File: src/rtl/golay_pkg.sv
package golay_pkg;

    localparam int unsigned HALF_W = 12;
    localparam int unsigned WORD_W = 2 * HALF_W;
    localparam int unsigned CYC_N  = HALF_W - 1;
    localparam int unsigned WT_W   = $clog2(HALF_W + 1);
    localparam int unsigned IDX_W  = $clog2(HALF_W);
    localparam int unsigned STEP_W = 3;

    // Cyclic seed of the 11x11 core of the symmetric code matrix.
    localparam logic [CYC_N-1:0] CYC_SEED = 11'b01000111011;

    typedef logic [HALF_W-1:0] half_t;
    typedef logic [WT_W-1:0]   wt_t;

    typedef struct packed {
        half_t data;
        half_t par;
    } word_t;

    typedef enum logic [2:0] {
        ST_LOAD,
        ST_T1,
        ST_T2,
        ST_T3,
        ST_T4,
        ST_DONE,
        ST_FAIL
    } state_t;

    // Row i of the symmetric code matrix; column j sits at bit j.
    function automatic half_t mat_row(int unsigned i);
        half_t r;
        for (int unsigned j = 0; j < HALF_W; j++) begin
            if (i == CYC_N && j == CYC_N)
                r[j] = 1'b0;
            else if (i == CYC_N || j == CYC_N)
                r[j] = 1'b1;
            else
                r[j] = CYC_SEED[(i + j) % CYC_N];
        end
        return r;
    endfunction

    // Row vector times the code matrix over GF(2).
    function automatic half_t mat_mul(half_t v);
        half_t acc = '0;
        for (int unsigned i = 0; i < HALF_W; i++)
            if (v[i]) acc ^= mat_row(i);
        return acc;
    endfunction

    function automatic wt_t weight(half_t v);
        wt_t n = '0;
        for (int unsigned i = 0; i < HALF_W; i++)
            n += wt_t'(v[i]);
        return n;
    endfunction

endpackage

File: src/rtl/golay_syndrome.sv
module golay_syndrome
    import golay_pkg::*;
(
    input  word_t rx,
    output half_t syn,
    output half_t syn_m
);
    // First syndrome: recomputed parity against received parity.
    assign syn   = mat_mul(rx.data) ^ rx.par;
    // Second syndrome: the matrix is its own inverse, so this moves the
    // error view onto the data half.
    assign syn_m = mat_mul(syn);
endmodule

File: src/rtl/golay_row_search.sv
module golay_row_search
    import golay_pkg::*;
#(
    parameter int unsigned MAX_WT = 2
)(
    input  half_t              vec,
    output logic               hit,
    output logic [IDX_W-1:0]   idx
);
    localparam wt_t LIM = wt_t'(MAX_WT);

    logic [HALF_W-1:0] near;

    for (genvar i = 0; i < HALF_W; i++) begin : g_row
        assign near[i] = (weight(vec ^ mat_row(i)) <= LIM);
    end

    // Lowest matching row wins; with at most three errors only one can match.
    always_comb begin
        hit = 1'b0;
        idx = '0;
        for (int i = HALF_W - 1; i >= 0; i--) begin
            if (near[i]) begin
                hit = 1'b1;
                idx = IDX_W'(i);
            end
        end
    end
endmodule

File: src/rtl/golay24_decoder.sv
module golay24_decoder
    import golay_pkg::*;
(
    input  logic              clk,
    input  logic              rst,
    input  logic [WORD_W-1:0] code_i,
    output logic [HALF_W-1:0] data_o,
    output logic              fail_o,
    output logic              done_o,
    output logic [STEP_W-1:0] step_o
);
    localparam wt_t DIRECT_LIM = wt_t'(3);
    localparam int unsigned LAT_MAX = 5;

    state_t            state_q;
    word_t             rx_q;
    half_t             syn_q, synm_q;
    half_t             syn_c, synm_c;
    logic              hit_a, hit_b;
    logic [IDX_W-1:0]  idx_a, idx_b;

    golay_syndrome u_syn (
        .rx    (word_t'(code_i)),
        .syn   (syn_c),
        .syn_m (synm_c)
    );

    golay_row_search #(.MAX_WT(2)) u_search_a (
        .vec (syn_q),
        .hit (hit_a),
        .idx (idx_a)
    );

    golay_row_search #(.MAX_WT(2)) u_search_b (
        .vec (synm_q),
        .hit (hit_b),
        .idx (idx_b)
    );

    always_ff @(posedge clk) begin
        if (rst) begin
            state_q <= ST_LOAD;
            rx_q    <= '0;
            syn_q   <= '0;
            synm_q  <= '0;
            data_o  <= '0;
            fail_o  <= 1'b0;
            done_o  <= 1'b0;
            step_o  <= '0;
        end else begin
            case (state_q)
                ST_LOAD: begin
                    rx_q    <= word_t'(code_i);
                    syn_q   <= syn_c;
                    synm_q  <= synm_c;
                    state_q <= ST_T1;
                end
                ST_T1: begin
                    if (weight(syn_q) <= DIRECT_LIM) begin
                        data_o  <= rx_q.data;
                        step_o  <= STEP_W'(1);
                        done_o  <= 1'b1;
                        state_q <= ST_DONE;
                    end else begin
                        state_q <= ST_T2;
                    end
                end
                ST_T2: begin
                    if (hit_a) begin
                        data_o  <= rx_q.data ^ (half_t'(1) << idx_a);
                        step_o  <= STEP_W'(2);
                        done_o  <= 1'b1;
                        state_q <= ST_DONE;
                    end else begin
                        state_q <= ST_T3;
                    end
                end
                ST_T3: begin
                    if (weight(synm_q) <= DIRECT_LIM) begin
                        data_o  <= rx_q.data ^ synm_q;
                        step_o  <= STEP_W'(3);
                        done_o  <= 1'b1;
                        state_q <= ST_DONE;
                    end else begin
                        state_q <= ST_T4;
                    end
                end
                ST_T4: begin
                    if (hit_b) begin
                        data_o  <= rx_q.data ^ synm_q ^ mat_row(32'(idx_b));
                        step_o  <= STEP_W'(4);
                        state_q <= ST_DONE;
                    end else begin
                        data_o  <= rx_q.data;
                        fail_o  <= 1'b1;
                        state_q <= ST_FAIL;
                    end
                    done_o <= 1'b1;
                end
                default: ;
            endcase
        end
    end

    // ---------------- assertions ----------------
    logic [2:0] since_rst_q;
    always_ff @(posedge clk) begin
        if (rst)                       since_rst_q <= '0;
        else if (since_rst_q != 3'd7)  since_rst_q <= since_rst_q + 3'd1;
    end

    assert_latency_R5: assert property (@(posedge clk) disable iff (rst)
        (since_rst_q >= 3'(LAT_MAX)) |-> done_o);

    assert_early_R5: assert property (@(posedge clk) disable iff (rst)
        (since_rst_q < 3'd2) |-> !done_o);

    assert_result_hold_R6: assert property (@(posedge clk) disable iff (rst)
        done_o |=> (done_o && $stable(data_o) && $stable(fail_o) && $stable(step_o)));

    assert_fail_sticky_R6: assert property (@(posedge clk) disable iff (rst)
        fail_o |=> fail_o);

    assert_fail_no_step_R4: assert property (@(posedge clk) disable iff (rst)
        fail_o |-> (done_o && step_o == '0));

    assert_step_range_R8: assert property (@(posedge clk) disable iff (rst)
        (done_o && !fail_o) |-> (step_o >= STEP_W'(1) && step_o <= STEP_W'(4)));

    assert_busy_step_R8: assert property (@(posedge clk) disable iff (rst)
        !done_o |-> (step_o == '0 && !fail_o));
endmodule

File: config.mk
export PLATFORM = sky130hd
export DESIGN_NAME = golay24_decoder
export DESIGN_NICKNAME = d
export VERILOG_FILES = /design/src/rtl/golay_pkg.sv /design/src/rtl/golay_syndrome.sv /design/src/rtl/golay_row_search.sv /design/src/rtl/golay24_decoder.sv
export SDC_FILE = /design/constraint.sdc
export NUM_CORES = 1
export LEC_CHECK = 0
export BUFFER_PORTS_ARGS = -buffer_cell sky130_fd_sc_hd__buf_2
export CAP_MARGIN = 30
export CORE_MARGIN = 4
export CORE_UTILIZATION = 56
export CTS_CLUSTER_DIAMETER = 50
export CTS_CLUSTER_SIZE = 8
export DETAILED_ROUTE_END_ITERATION = 16
export PLACE_DENSITY_LB_ADDON = 0.3
export SETUP_SLACK_MARGIN = 0.02
export SKIP_CTS_REPAIR_TIMING = 1
export SLEW_MARGIN = 10
export SYNTH_ARGS = -nofsm -noshare
export SYNTH_HDL_FRONTEND = slang
export SYNTH_HIERARCHICAL = 1
export SYNTH_SLANG_ARGS = --single-unit
File: constraint.sdc
create_clock -name clk -period 8.7 [get_ports clk]
set_input_delay 0.435 -clock clk [delete_from_list [all_inputs] [get_ports clk]]
set_output_delay 0.435 -clock clk [all_outputs]
set_load 0.005 [all_outputs]
* Yosys cells after proc, flatten, opt, wreduce, memory -nomap -nowiden
Memory sizes are Yosys's and may differ from the RTL's.
Index checks and enable logic that the tools add are counted.
** Storage, ports and cells
- Register bits after elaboration :: 56
- Bits of input ports :: 26
- Output and inout port bits :: 17
- Logic and storage cells :: 618
- ROM bits :: 176
- Memories kept :: 11
** Cells by class
- Shifts and indexed selects :: 1
- Reductions and logical operators :: 6
- Equal/unequal tests :: 9
- Mux-type cells :: 194
- Magnitude comparators :: 37
- $add $sub $neg :: 290
- Bitwise operators :: 51
- Div/mod/pow operators :: 11
** Memories
- (name not given) :: words 16, bits a word 1, read ports 1, clocked after Yosys merged registers in 0, write ports 0, RTL line golay_pkg.sv:40 : r[j] = CYC_SEED[(i + j) % CYC_N];
- (name not given) :: words 16, bits a word 1, read ports 1, clocked after Yosys merged registers in 0, write ports 0, RTL line golay_pkg.sv:40
- (name not given) :: words 16, bits a word 1, read ports 1, clocked after Yosys merged registers in 0, write ports 0, RTL line golay_pkg.sv:40
- (name not given) :: words 16, bits a word 1, read ports 1, clocked after Yosys merged registers in 0, write ports 0, RTL line golay_pkg.sv:40
- (name not given) :: words 16, bits a word 1, read ports 1, clocked after Yosys merged registers in 0, write ports 0, RTL line golay_pkg.sv:40
- (name not given) :: words 16, bits a word 1, read ports 1, clocked after Yosys merged registers in 0, write ports 0, RTL line golay_pkg.sv:40
- +5 memories
** Operators by type and width (number)
- adder 4 x 1 -> 4 bit :: 257
- < comparator 32 x 5 -> 1 bit, second input constant :: 11
- two-way mux 12 bit :: 28
- remainder unit 32 x 4 -> 32 bit, second input constant :: 10
- XOR 12 bit :: 26
- inverter 7 bit :: 22
- two-way mux 1 bit :: 131
- less-or-equal comparator 4 x 2 -> 1 bit, second input constant :: 26
- two-way mux 4 bit :: 24
- case mux 12 bit (4 select lines) :: 1
- adder 1 x 1 -> 2 bit :: 22
- remainder unit 4 x 4 -> 32 bit, second input constant :: 1
- inverter 11 bit :: 2
- adder 4 x 3 -> 5 bit, second input constant :: 4
- two-way mux 3 bit :: 6
- adder 4 x 4 -> 5 bit, second input constant :: 3
- case mux 3 bit (5 select lines) :: 1
- case mux 3 bit (4 select lines) :: 1
- left shift 1 x 4 -> 12 bit, first input constant :: 1
- adder 4 x 2 -> 5 bit, second input constant :: 2
- != test 2 bit, second input constant :: 4
- equality test 3 x 2 -> 1 bit, second input constant :: 2
- adder 4 x 1 -> 5 bit, second input constant :: 1
- AND reduction 5 bit :: 1
- other kinds (12) :: 12

* Longest topological paths before layout
Gate-level depths: netlist of run 1.
- Depth after elaboration :: 47
- Gate-level depth with buffers :: 35
- Gate-level depth less buffers :: 32

* Hierarchy
Netlist of run 1, hierarchy kept.
** By module, submodules not included
- golay24_decoder :: sequential area each 1121.1 µm², cells an instance 853, instances 1, area an instance 6070.8 µm²
- golay_row_search at u_search_a :: sequential area each 0.0 µm², cells an instance 332, instances 1, area an instance 3338.2 µm²
- golay_row_search at u_search_b :: sequential area each 0.0 µm², cells an instance 327, instances 1, area an instance 3299.4 µm²
- golay_syndrome :: sequential area each 0.0 µm², cells an instance 103, instances 1, area an instance 1445.1 µm²

* Least setup slack after synthesis of run 1
OpenSTA, ideal clock, no wires.
- Path kind :: flip-flop to flip-flop
- Start point :: register synm_q[0]
- End point :: register data_o[7]
- Cell stages (with the launch flop) :: 36
- Library setup time :: 0.116 ns
- Data required time :: 8.584 ns
- Setup slack :: 0.338 ns
- Arrival time :: 8.246 ns
- Clock period less this slack :: 8.362 ns
- Path buffers :: 4
- Path through :: dfxtp_1 inv_1 fa_1 inv_1 fa_1 inv_1 fa_1 inv_1 fa_1 inv_1 ha_1 inv_1 fa_1 inv_1 a21oi_1 and2_1 o311ai_1 a21oi_1 buf_4 clkinv_1 clkbuf_1 ha_1 clkbuf_1 inv_1 clkbuf_1 a21o_1 ha_1 nand3b_1 nor3_1 a311oi_1 or2_2 nor4_1 a2111oi_0 nand3_1 xnor2_1 a31o_1
** Between the ends
- Word-level cells in the longest chain between the ends :: 36
- Elaborated cells on any way between the ends :: 198
- Classes of those cells :: add/sub (141); div (1); order compare (13); eq/ne (2); mux (31); bitwise (8); reduce/logical (1); memory (1)
** RTL lines
- from (decl) :: RTL line golay24_decoder.sv:17 : half_t syn_q, synm_q;
- from (signal assigned) :: RTL line golay24_decoder.sv:55 : synm_q <= synm_c;
- inverter 11 bit (no source line)
- adder 1 x 1 -> 2 bit :: RTL line golay_pkg.sv:56 : n += wt_t'(v[i]);
- adder 4 x 1 -> 4 bit (10 in a row) :: RTL line golay_pkg.sv:56
- less-or-equal comparator 4 x 2 -> 1 bit :: RTL line golay_row_search.sv:15 : assign near[i] = (weight(vec ^ mat_row(i)) <= LIM);
- two-way mux 4 bit (11 in a row) :: RTL line golay_row_search.sv:23 : if (near[i]) begin
- two-way mux 4 bit (*) :: RTL line golay_row_search.sv:23
- via idx_b[0] :: RTL line golay24_decoder.sv:20 : logic [IDX_W-1:0] idx_a, idx_b;
- adder 4 x 3 -> 5 bit :: RTL line golay_pkg.sv:40
- [2 not listed]
- two-way mux 1 bit (implied by the code) :: RTL line golay_pkg.sv:40
- two-way mux 1 bit (*) :: RTL line golay_pkg.sv:37 : else if (i == CYC_N || j == CYC_N)
- two-way mux 1 bit (*) :: RTL line golay24_decoder.sv:89 : if (hit_b) begin
- two-way mux 1 bit (*) :: RTL line golay24_decoder.sv:51 : case (state_q)
- two-way mux 1 bit (*) :: RTL line golay24_decoder.sv:41 : if (rst) begin
- XOR 12 bit (*) :: RTL line golay24_decoder.sv:90 : data_o <= rx_q.data ^ synm_q ^ mat_row(32'(idx_b));
- two-way mux 12 bit (*) :: RTL line golay24_decoder.sv:89
- case mux 12 bit (4 select lines) (*) :: RTL line golay24_decoder.sv:51
- to (signal assigned) :: RTL line golay24_decoder.sv:60 : data_o <= rx_q.data;
- to (signal assigned) :: RTL line golay24_decoder.sv:90
- to (signal assigned) :: RTL line golay24_decoder.sv:94 : data_o <= rx_q.data;
- to (decl) :: RTL line golay24_decoder.sv:7 : output logic [HALF_W-1:0] data_o,
Mark *: on every way through the listed nets, which the timed path passes. The rest lies on a longest branch. The select of a mux whose other input is x is not followed.
A chain may end at the register's enable or synchronous reset.

* Final worst setup path of run 1
- Start point :: register synm_q[8]
- End point :: register data_o[7]
** Between the ends
- Elaborated cells on any way between the ends :: 110
- Classes of those cells :: add/sub (53); div (1); order compare (13); eq/ne (2); mux (31); bitwise (8); reduce/logical (1); memory (1)
** RTL lines (RTL line)
- adder 4 x 1 -> 4 bit (4 in a row) :: golay_pkg.sv:56
- less-or-equal comparator 4 x 2 -> 1 bit :: golay_row_search.sv:15
- two-way mux 4 bit (10 in a row) :: golay_row_search.sv:23
- two-way mux 4 bit (*) :: golay_row_search.sv:23
- via idx_b[2] :: golay24_decoder.sv:20
- adder 4 x 3 -> 5 bit :: golay_pkg.sv:40
- remainder unit 32 x 4 -> 32 bit :: golay_pkg.sv:40
- memory (16 x 1 bit)
- two-way mux 1 bit (implied by the code) :: golay_pkg.sv:40
- two-way mux 1 bit (*) :: golay_pkg.sv:37
- two-way mux 1 bit (*) :: golay24_decoder.sv:89
- two-way mux 1 bit (*) :: golay24_decoder.sv:51
- two-way mux 1 bit (*) :: golay24_decoder.sv:41
- XOR 12 bit (*) :: golay24_decoder.sv:90
- two-way mux 12 bit (*) :: golay24_decoder.sv:89
- case mux 12 bit (4 select lines) (*) :: golay24_decoder.sv:51
Marks and branches as above.

==> results.yml, run 1 <==
detailed_routing:
  routed_wl_um: 34500
  postRouteAntennaNets: 0
  post_drt_via_cell_ratio: 5.83
  wl_per_cell_um: 17.6
  drtIter0Drc: 748
  dr.pass1.iters: 6
  vias: 11410
  drc: 0
cts:
  cts.sink_count: 56
  cts-buffers-inserted: 5
  clock_path_buffers: 2
  cts_tree: "built"
  cts_max_level: 2
  clock-root-buffer: "clkbuf_16"
  clock_latency_ps: 310
  cts.clk_slew.worst_paths_ps: 90
logic_synthesis:
  synthTopCellsByArea: "fa_1, ha_1, dfxtp_1"
  synth_xor_area_share_pct: 12.3
  synth_area_per_cell_sq_um: 8.76
  synth_compound_area_share_pct: 17.1
  synth_flop_cell: "dfxtp_1"
  synthSimpleGateAreaFrac_pct: 13.6
  synth_top_area_share_pct: 25.7
  synth_top_family_by_area: "adder cells"
  synthCells: 1615
  synth_enable_flop_cells: 0
  syn_area_sq_mm: 0.0142
  synth.yosys.seq_area_share_pct: 7.92
  synthArstFlopShare_pct: 0
  synth_fa_ha_area_share_pct: 38.6
  yosysWarnings: 6
  synth_cell_types: 100
  synth_largest_area_cell: "fa_1"
  synth_common_cells: "inv_1, fa_1, ha_1"
  synth.ff_latch_count: 56
  yosysMostFrequentCell: "inv_1"
  syn_nets: 1968
  synthMuxAreaShare_pct: 1.41
floorplan:
  row_count: 57
  core_area_sq_mm: 0.0246
  die_x_um: 167
  ios: 43
  die_area_sq_mm: 0.0279
  initial_core_util_pct: 57.5
  die_y_um: 167
sta:
  hold_violations: 0
  max_freq_mhz: 125
  period_share_pct: 92.0
  max_slew_margin_pct: 38.6
  fin_tns_setup_ps: 0
  slew_viol_final: 0
  rsz0062_at_grt: "false"
  skew_ps: 18.4
  finalSetupViolCount: 0
  period_needed_ps: 8010
  worstMarginPinSlew_ps: 916
worst_setup_path:
  end_kind: "flip-flop"
  cpMostUsedCell: "inv_1"
  cp_slowest_stage_delay_ps: 600
  setup.worst_path.start_class: "flip-flop"
  worst-endpoint-required_ps: 8910
  crit_type: "flip-flop to flip-flop"
  slowest_stage: "dfxtp_1"
  crit_family: "adder cells"
  critPathBufInv: 7
  critPathArrivalTime_ps: 8210
  worstPathMaxFanout: 15
global_route:
  antenna_found_initial: 0
  grt_usage_pct: 25.3
  grt_overflow: 0
  grt_pass1_vias: 11652
  grt_max_degree: 70
  grt_pass1_wl_um: 58500
layout:
  syn_to_final_growth_pct: 5.07
  antennaDiodeCount: 0
  fin_nets: 1985
  fill_cells: 2183
  drive_above_1_share_pct: 8.45
  multi_input_area_sq_mm: 0.0118
  register_area_sq_mm: 0.00112
status:
  outcome: "finished, final reports clean"
min_path:
  min_path_type: "input port to flip-flop"
placement:
  dp_hpwl_um: 28200
  gp_congestion: 0.937
  numPortBuffers: 42
run:
  maxCapViolCount: 0
cell type report:
type,count,area share (%)
sequential,56,7.54
clock inverter,3,0.185
inverter,276,6.97
clock buffer,5,0.841
multi-input combinational,1227,79.1
timing repair buffer,66,2.62
tap,324,2.73
sequential cells by signal (all words and copies together) (netlist names):
name / flops
done_o: 1
state_q: 3
step_o: 3
synm_q: 12
data_o: 12
fail_o: 1
rx_q: 12
syn_q: 12
cell families (layout without fill, tap and decap cells):
logic type,Yosys count,after routing
AOI/OAI and AO/OA,363,363
xor gates and xnor gates,129,129
adders and majority gates,327,327
buffers and inverters,332,350
DFF,56,56
muxes,19,19
and+or+nand+nor,389,389
worst register-to-register path: cells and delay by family (launching register included):
kind | cells | cell delay (ps)
and+or+nand+nor | 8 | 910
AOI/OAI and AO/OA | 7 | 1870
xor gates and xnor gates | 2 | 360
buffers and inverters | 7 | 1020
DFF | 1 | 600
adders and majority gates | 8 | 3150
routing by layer:
layer | up-vias | track usage [%] | share of wire, %
li1 | 5443 | - | -
met1 | 5565 | 34.8 | 44
met2 | 346 | 40.8 | 46
met3 | 56 | 6.07 | 7.0
met4 | 0 | 5.73 | 2.3
met5 | - | 0 | 0
cells in the final DEF, fill, tap and decap left out, types with 24 or more instances in the layout:
master / n
a21oi_1: 121
buf_2: 42
buf_4: 24
dfxtp_1: 56
fa_1: 182
ha_1: 145
inv_1: 272
nand2_1: 134
nor2_1: 92
nor3_1: 24
o21ai_0: 55
xnor2_1: 58
xor2_1: 25
per-stage QoR:
| stage | cell area, sq um | std cells | setup WS, ps | utilization [%] | hold slack (ps) |
|---|---|---|---|---|---|
| after floorplan | 14200 | 1615 | 338 | - | 448 |
| after detailed placement | 14700 | 1948 | 710 | 59.8 | 443 |
| after global placement | 14700 | 1948 | 904 | 59.8 | 438 |
| final | 14900 | 1957 | 693 | 60.4 | 436 |
| after CTS | 14900 | 1956 | 702 | 60.4 | 441 |
| after global routing | 14900 | 1957 | 20.1 | 60.4 | 464 |
path summary, 6_finish.rpt:
kind | endpoint | cells past startpoint | slack (ps) | start
worst min-delay path | rx_q[15] | 3 | 440 | code_i[15]
worst max-delay path | data_o[7] | 32 | 690 | synm_q[8]
worst max register to register | data_o[7] | 32 | 690 | synm_q[8]
worst min register to register | step_o[0] | 2 | 460 | step_o[0]
Power of run 1 is not shown: default switching activity piles up to over one toggle a cycle in this logic, so the estimate is an artifact.
==> run 2: changes to the inputs <==
--- a/config.mk
+++ b/config.mk
@@ -5,6 +5,7 @@
 export SDC_FILE = /design/constraint.sdc
 export NUM_CORES = 1
 export LEC_CHECK = 0
+export ABC_AREA = 1
 export BUFFER_PORTS_ARGS = -buffer_cell sky130_fd_sc_hd__buf_2
 export CAP_MARGIN = 30
 export CORE_MARGIN = 4
==> run 2 against run 1 <==
Net effect:
- design area is 2.6% higher
- maximum frequency grew 0.30%
- clock skew is 3.7 ps lower
- sequential cell count did not move
- synthesized cell count increased by 29%
- worst setup slack improved by 24 ps
- final cell count increased by 25%
- register-to-register slack better by 20 ps
==> results.yml, run 2 <==
worst_setup_path:
  r2r-start: "synm_q[6]"
  rr_worst_depth: 36
  worstPathMaxFanout: 10
  setup.worst_path.start_class: "flip-flop"
  cpMostUsedCell: "inv_1"
  cp_slowest_stage_delay_ps: 640
  slowest_stage: "nor2_1"
  critPathArrivalTime_ps: 8170
  crit_type: "flip-flop to flip-flop"
  end_kind: "flip-flop"
  critPathBufInv: 9
  crit_family: "adder cells"
  rr_endpoint: "data_o[4]"
  worst-endpoint-required_ps: 8890
  r2r_slack_ps: 720
logic_synthesis:
  synth_cell_types: 57
  syn_nets: 2437
  synth_largest_area_cell: "fa_1"
  synth_top_area_share_pct: 25.1
  synthTopCellsByArea: "fa_1, nand2_1, ha_1"
  synth.yosys.seq_area_share_pct: 7.74
  syn_area_sq_mm: 0.0145
  synthCells: 2084
  synth.ff_latch_count: 56
  yosysWarnings: 6
  synth_area_per_cell_sq_um: 6.95
  synth_flop_cell: "dfxtp_1"
  yosysMostFrequentCell: "nand2_1"
  synth_enable_flop_cells: 0
  synth_common_cells: "nand2_1, inv_1, fa_1"
  synthArstFlopShare_pct: 0
sta:
  hold_violations: 0
  slew_viol_final: 0
  skew_ps: 14.7
  fin_tns_setup_ps: 0
  period_needed_ps: 7980
  finalSetupViolCount: 0
  period_share_pct: 91.8
  max_slew_margin_pct: 34.1
  rsz0062_at_grt: "false"
  worstMarginPinSlew_ps: 985
  max_freq_mhz: 125
floorplan:
  die_x_um: 169
  die_area_sq_mm: 0.0285
  initial_core_util_pct: 57.2
  row_count: 58
  die_y_um: 169
  ios: 43
  core_area_sq_mm: 0.0253
cts:
  clock-root-buffer: "clkbuf_16"
  cts_tree: "built"
  cts.sink_count: 56
  cts_max_level: 2
  clock_path_buffers: 2
  cts.clk_slew.worst_paths_ps: 80
  cts-buffers-inserted: 5
  clock_latency_ps: 320
placement:
  numPortBuffers: 42
  dp_hpwl_um: 29800
  gp_congestion: 0.954
global_route:
  antenna_found_initial: 0
  grt_usage_pct: 25.9
  grt_overflow: 0
  grt_max_degree: 65
  grt_pass1_vias: 12821
  grt_pass1_wl_um: 61300
layout:
  final_common_cell: "nand2_1"
  layout_common_cells: "nand2_1, inv_1, fa_1, ha_1, nand3_1"
  fill_cells: 2373
  drive_above_1_share_pct: 8.36
  antennaDiodeCount: 0
  syn_to_final_growth_pct: 5.30
  fin_nets: 2468
detailed_routing:
  postRouteAntennaNets: 0
  post_drt_via_cell_ratio: 5.39
  drtIter0Drc: 976
  drc: 0
  routed_wl_um: 36300
  wl_per_cell_um: 14.8
  dr.pass1.iters: 6
  vias: 13181
min_path:
  hold_path_end: "data_o[3]"
  min_delay_path_depth: 2
  min_path_type: "flip-flop to flip-flop"
  min-delay-start: "data_o[3]"
run:
  maxCapViolCount: 0
status:
  outcome: "finished, final reports clean"
==> run 2: cell count changes in the layout (fill, tap and decap cells not counted), moves of 14 or more <==
| cell | before | now |
|---|---|---|
| inv_2 | 3 | 32 |
| a21o_1 | 20 | 0 |
| nand2_1 | 134 | 556 |
| nor2_1 | 92 | 107 |
| a21oi_1 | 121 | 87 |
| nand3_1 | 13 | 143 |
| nand2_2 | 0 | 31 |
| mux2i_1 | 14 | 0 |
| nand2b_1 | 16 | 0 |
| inv_1 | 272 | 403 |
| xnor3_1 | 20 | 0 |
| xnor2_1 | 58 | 29 |
==> run 2: worst max path at each step <==
stage                    from  cells after the start         to  slack [ps]
finish              synm_q[6]                     36  data_o[4]         720
global placement    synm_q[9]                     33  data_o[2]         730
global route        synm_q[4]                     31  data_o[2]          90
CTS                 synm_q[9]                     36  data_o[4]         550
floorplan           synm_q[0]                     49  data_o[9]        1090
detailed placement  synm_q[9]                     33  data_o[2]         570
==> run 2: routing by layer <==
metal | GRT usage (%) | up-vias | share of wire [%]
met5 | 0 | - | 0
met4 | 5.93 | 0 | 2.0
met3 | 3.29 | 48 | 6.3
met2 | 43.9 | 358 | 47
met1 | 35.6 | 6226 | 44
li1 | - | 6549 | -
==> run 2: cell type report <==
cell class / instances / area [sq um] / share of cell area, %
clock buffer: 5 / 125 / 0.820
inverter: 441 / 1660 / 10.9
tap: 330 / 413 / 2.71
timing repair buffer: 60 / 365 / 2.39
clock inverter: 3 / 27.5 / 0.180
multi-input combinational: 1551 / 11500 / 75.7
sequential: 56 / 1120 / 7.36
==> run 2: logic make-up (layout without fill, tap and decap cells) <==
kind of cell             after synthesis  in the layout  synth area share, %
buffers and inverters                477            509                 12.6
XOR/XNOR                              64             64                 4.23
flip-flops                            56             56                 7.74
AO/OA/AOI/OAI                        248            248                 10.6
AND/OR/NAND/NOR                      912            912                 27.2
adder cells (fa/ha/maj)              327            327                 37.7
==> run 2: per-stage QoR <==
stage          utilization [%]  worst slack [ps]  cell area, sq um  cells  hold slack, ps
6_report                  60.2               717             15300   2446             466
5_1_grt                   60.2              85.6             15300   2446             498
4_1_cts                   60.1               550             15200   2445             471
3_5_place_dp              59.5               571             15100   2437             458
3_3_place_gp              59.5               727             15100   2436             445
2_1_floorplan                -              1090             14500   2084             456
==> run 2: tightest hold or removal path, cell delays in order (launching register included) <==
cell	delay, ps
dfxtp_1	310
nand2_1	60
a21oi_1	50
Power of run 2 is left out for the same reason.
==> run 3: changes to the inputs <==
--- a/config.mk
+++ b/config.mk
@@ -8,8 +8,10 @@
 export ABC_AREA = 1
 export BUFFER_PORTS_ARGS = -buffer_cell sky130_fd_sc_hd__buf_2
 export CAP_MARGIN = 30
+export CELL_PAD_IN_SITES_DETAIL_PLACEMENT = 1
+export CELL_PAD_IN_SITES_GLOBAL_PLACEMENT = 2
 export CORE_MARGIN = 4
-export CORE_UTILIZATION = 56
+export CORE_UTILIZATION = 34
 export CTS_CLUSTER_DIAMETER = 50
 export CTS_CLUSTER_SIZE = 8
 export DETAILED_ROUTE_END_ITERATION = 16
==> constraint.sdc (replaced) <==
create_clock -name clk -period 8.7 [get_ports clk]
set_input_delay 0.435 -clock clk [delete_from_list [all_inputs] [get_ports clk]]
set_output_delay 0.435 -clock clk [all_outputs]
set_load 0.01 [all_outputs]
==> run 3 against run 2 <==
Net effect:
- non-clock buffer count up 10
- highest routed layer unchanged
- sequential cell count unchanged
- utilization down 23 points
- clock skew down 2.8 ps
- critical endpoint is now data_o[9]
- sequential share of layout area down 0.17 points
- routed wire length up 24%
- via count about the same
==> results.yml, run 3 (same netlist as run 2, synthesis figures left out) <==
cts:
  cts_max_level: 2
  clock-root-buffer: "clkbuf_16"
  cts.clk_slew.worst_paths_ps: 80
  cts-buffers-inserted: 5
  cts.sink_count: 56
  clock_latency_ps: 320
  clock_path_buffers: 2
  cts_tree: "built"
floorplan:
  ios: 43
  initial_core_util_pct: 34.5
  die_x_um: 214
  row_count: 75
  core_area_sq_mm: 0.0420
  die_area_sq_mm: 0.0460
  die_y_um: 214
layout:
  stdcell_count: 2665
  drive_above_1_share_pct: 8.80
  final_common_cell: "nand2_1"
  layout_common_cells: "nand2_1, inv_1, fa_1, ha_1, nand3_1"
  antennaDiodeCount: 0
  fin_nets: 2478
  final_util_pct: 37.1
  syn_to_final_growth_pct: 7.64
sta:
  rsz0062_at_grt: "false"
  max_freq_mhz: 126
  worstMarginPinSlew_ps: 930
  slew_viol_final: 0
  skew_ps: 11.9
  period_share_pct: 91.6
  finalSetupViolCount: 0
  fin_tns_setup_ps: 0
  hold_violations: 0
  max_slew_margin_pct: 37.9
  period_needed_ps: 7970
  whs_ps: 469
placement:
  dp_hpwl_um: 38000
  numPortBuffers: 42
  dp_cells: 2654
  gp_congestion: 0.856
worst_setup_path:
  cp_slowest_stage_delay_ps: 580
  worstPathMaxFanout: 26
  rr_endpoint: "data_o[9]"
  slowest_stage: "fa_1"
  r2r_slack_ps: 730
  crit_type: "flip-flop to flip-flop"
  critPathArrivalTime_ps: 8150
  r2r-start: "synm_q[8]"
  worst-endpoint-required_ps: 8880
  rr_worst_depth: 48
  setup.worst_path.start_class: "flip-flop"
  end_kind: "flip-flop"
  cpMostUsedCell: "nand2_1"
global_route:
  grt_pass1_vias: 14019
  grt_pass1_wl_um: 73400
  grt_max_degree: 65
  antenna_found_initial: 0
  grt_overflow: 0
  grt_usage_pct: 19.4
min_path:
  min_path_type: "flip-flop to flip-flop"
  hold_path_end: "fail_o"
  min_delay_path_depth: 1
  min-delay-start: "fail_o"
detailed_routing:
  post_drt_via_cell_ratio: 4.95
  routed_wl_um: 44900
  wl_per_cell_um: 16.9
  vias: 13185
  drtIter0Drc: 468
  drc: 0
  postRouteAntennaNets: 0
  dr.pass1.iters: 4
status:
  outcome: "finished, final reports clean"
run:
  maxCapViolCount: 0
## run 3: cell types whose count changed in the layout (fill, tap and decap cells not counted), sizes merged
cell / change
buf: +10
clkinvlp: +1
inv: -1
## run 3: layout make-up
type | count | area, sq um
clock inverters | 3 | 27.5
well taps | 539 | 674
repair buffers | 70 | 440
multi-input cells | 1551 | 11500
inverters | 441 | 1660
clock buffers | 5 | 125
flip-flops and latches | 56 | 1120
fillers | 5463 | 26400
## run 3: worst max path at each step
stage,slack [ps],from,depth (start not counted),endpoint
4_1_cts,680,synm_q[8],48,data_o[9]
3_3_place_gp,1040,synm_q[3],50,data_o[9]
2_1_floorplan,1090,synm_q[0],49,data_o[9]
6_report,730,synm_q[8],48,data_o[9]
5_1_grt,30,synm_q[8],49,data_o[9]
3_5_place_dp,700,synm_q[8],48,data_o[9]
## run 3: critical path, delay by kind of cell, from the launching register on
kind	cells	cell delay [ps]
adder cells (fa/ha/maj)	9	3420
AND/OR/NAND/NOR	29	2290
buffers and inverters	7	1150
flip-flops	1	570
AO/OA/AOI/OAI	3	390
## run 3: stage by stage
stage	worst slack (ps)	cell area (sq um)
floorplan	1090	14500
finish	734	15600
detailed placement	704	15400
global route	31.1	15600
global placement	1040	15400
CTS	683	15600
## run 3: per-layer routing
| layer | global-route usage [%] | routed length (um) | share of wire, % |
|---|---|---|---|
| met5 | 0 | 0 | 0 |
| met4 | 2.62 | 503 | 1.1 |
| met3 | 1.19 | 609 | 1.4 |
| met2 | 34.9 | 22200 | 49 |
| met1 | 26.6 | 21600 | 48 |
Power of run 3 is left out for the same reason.
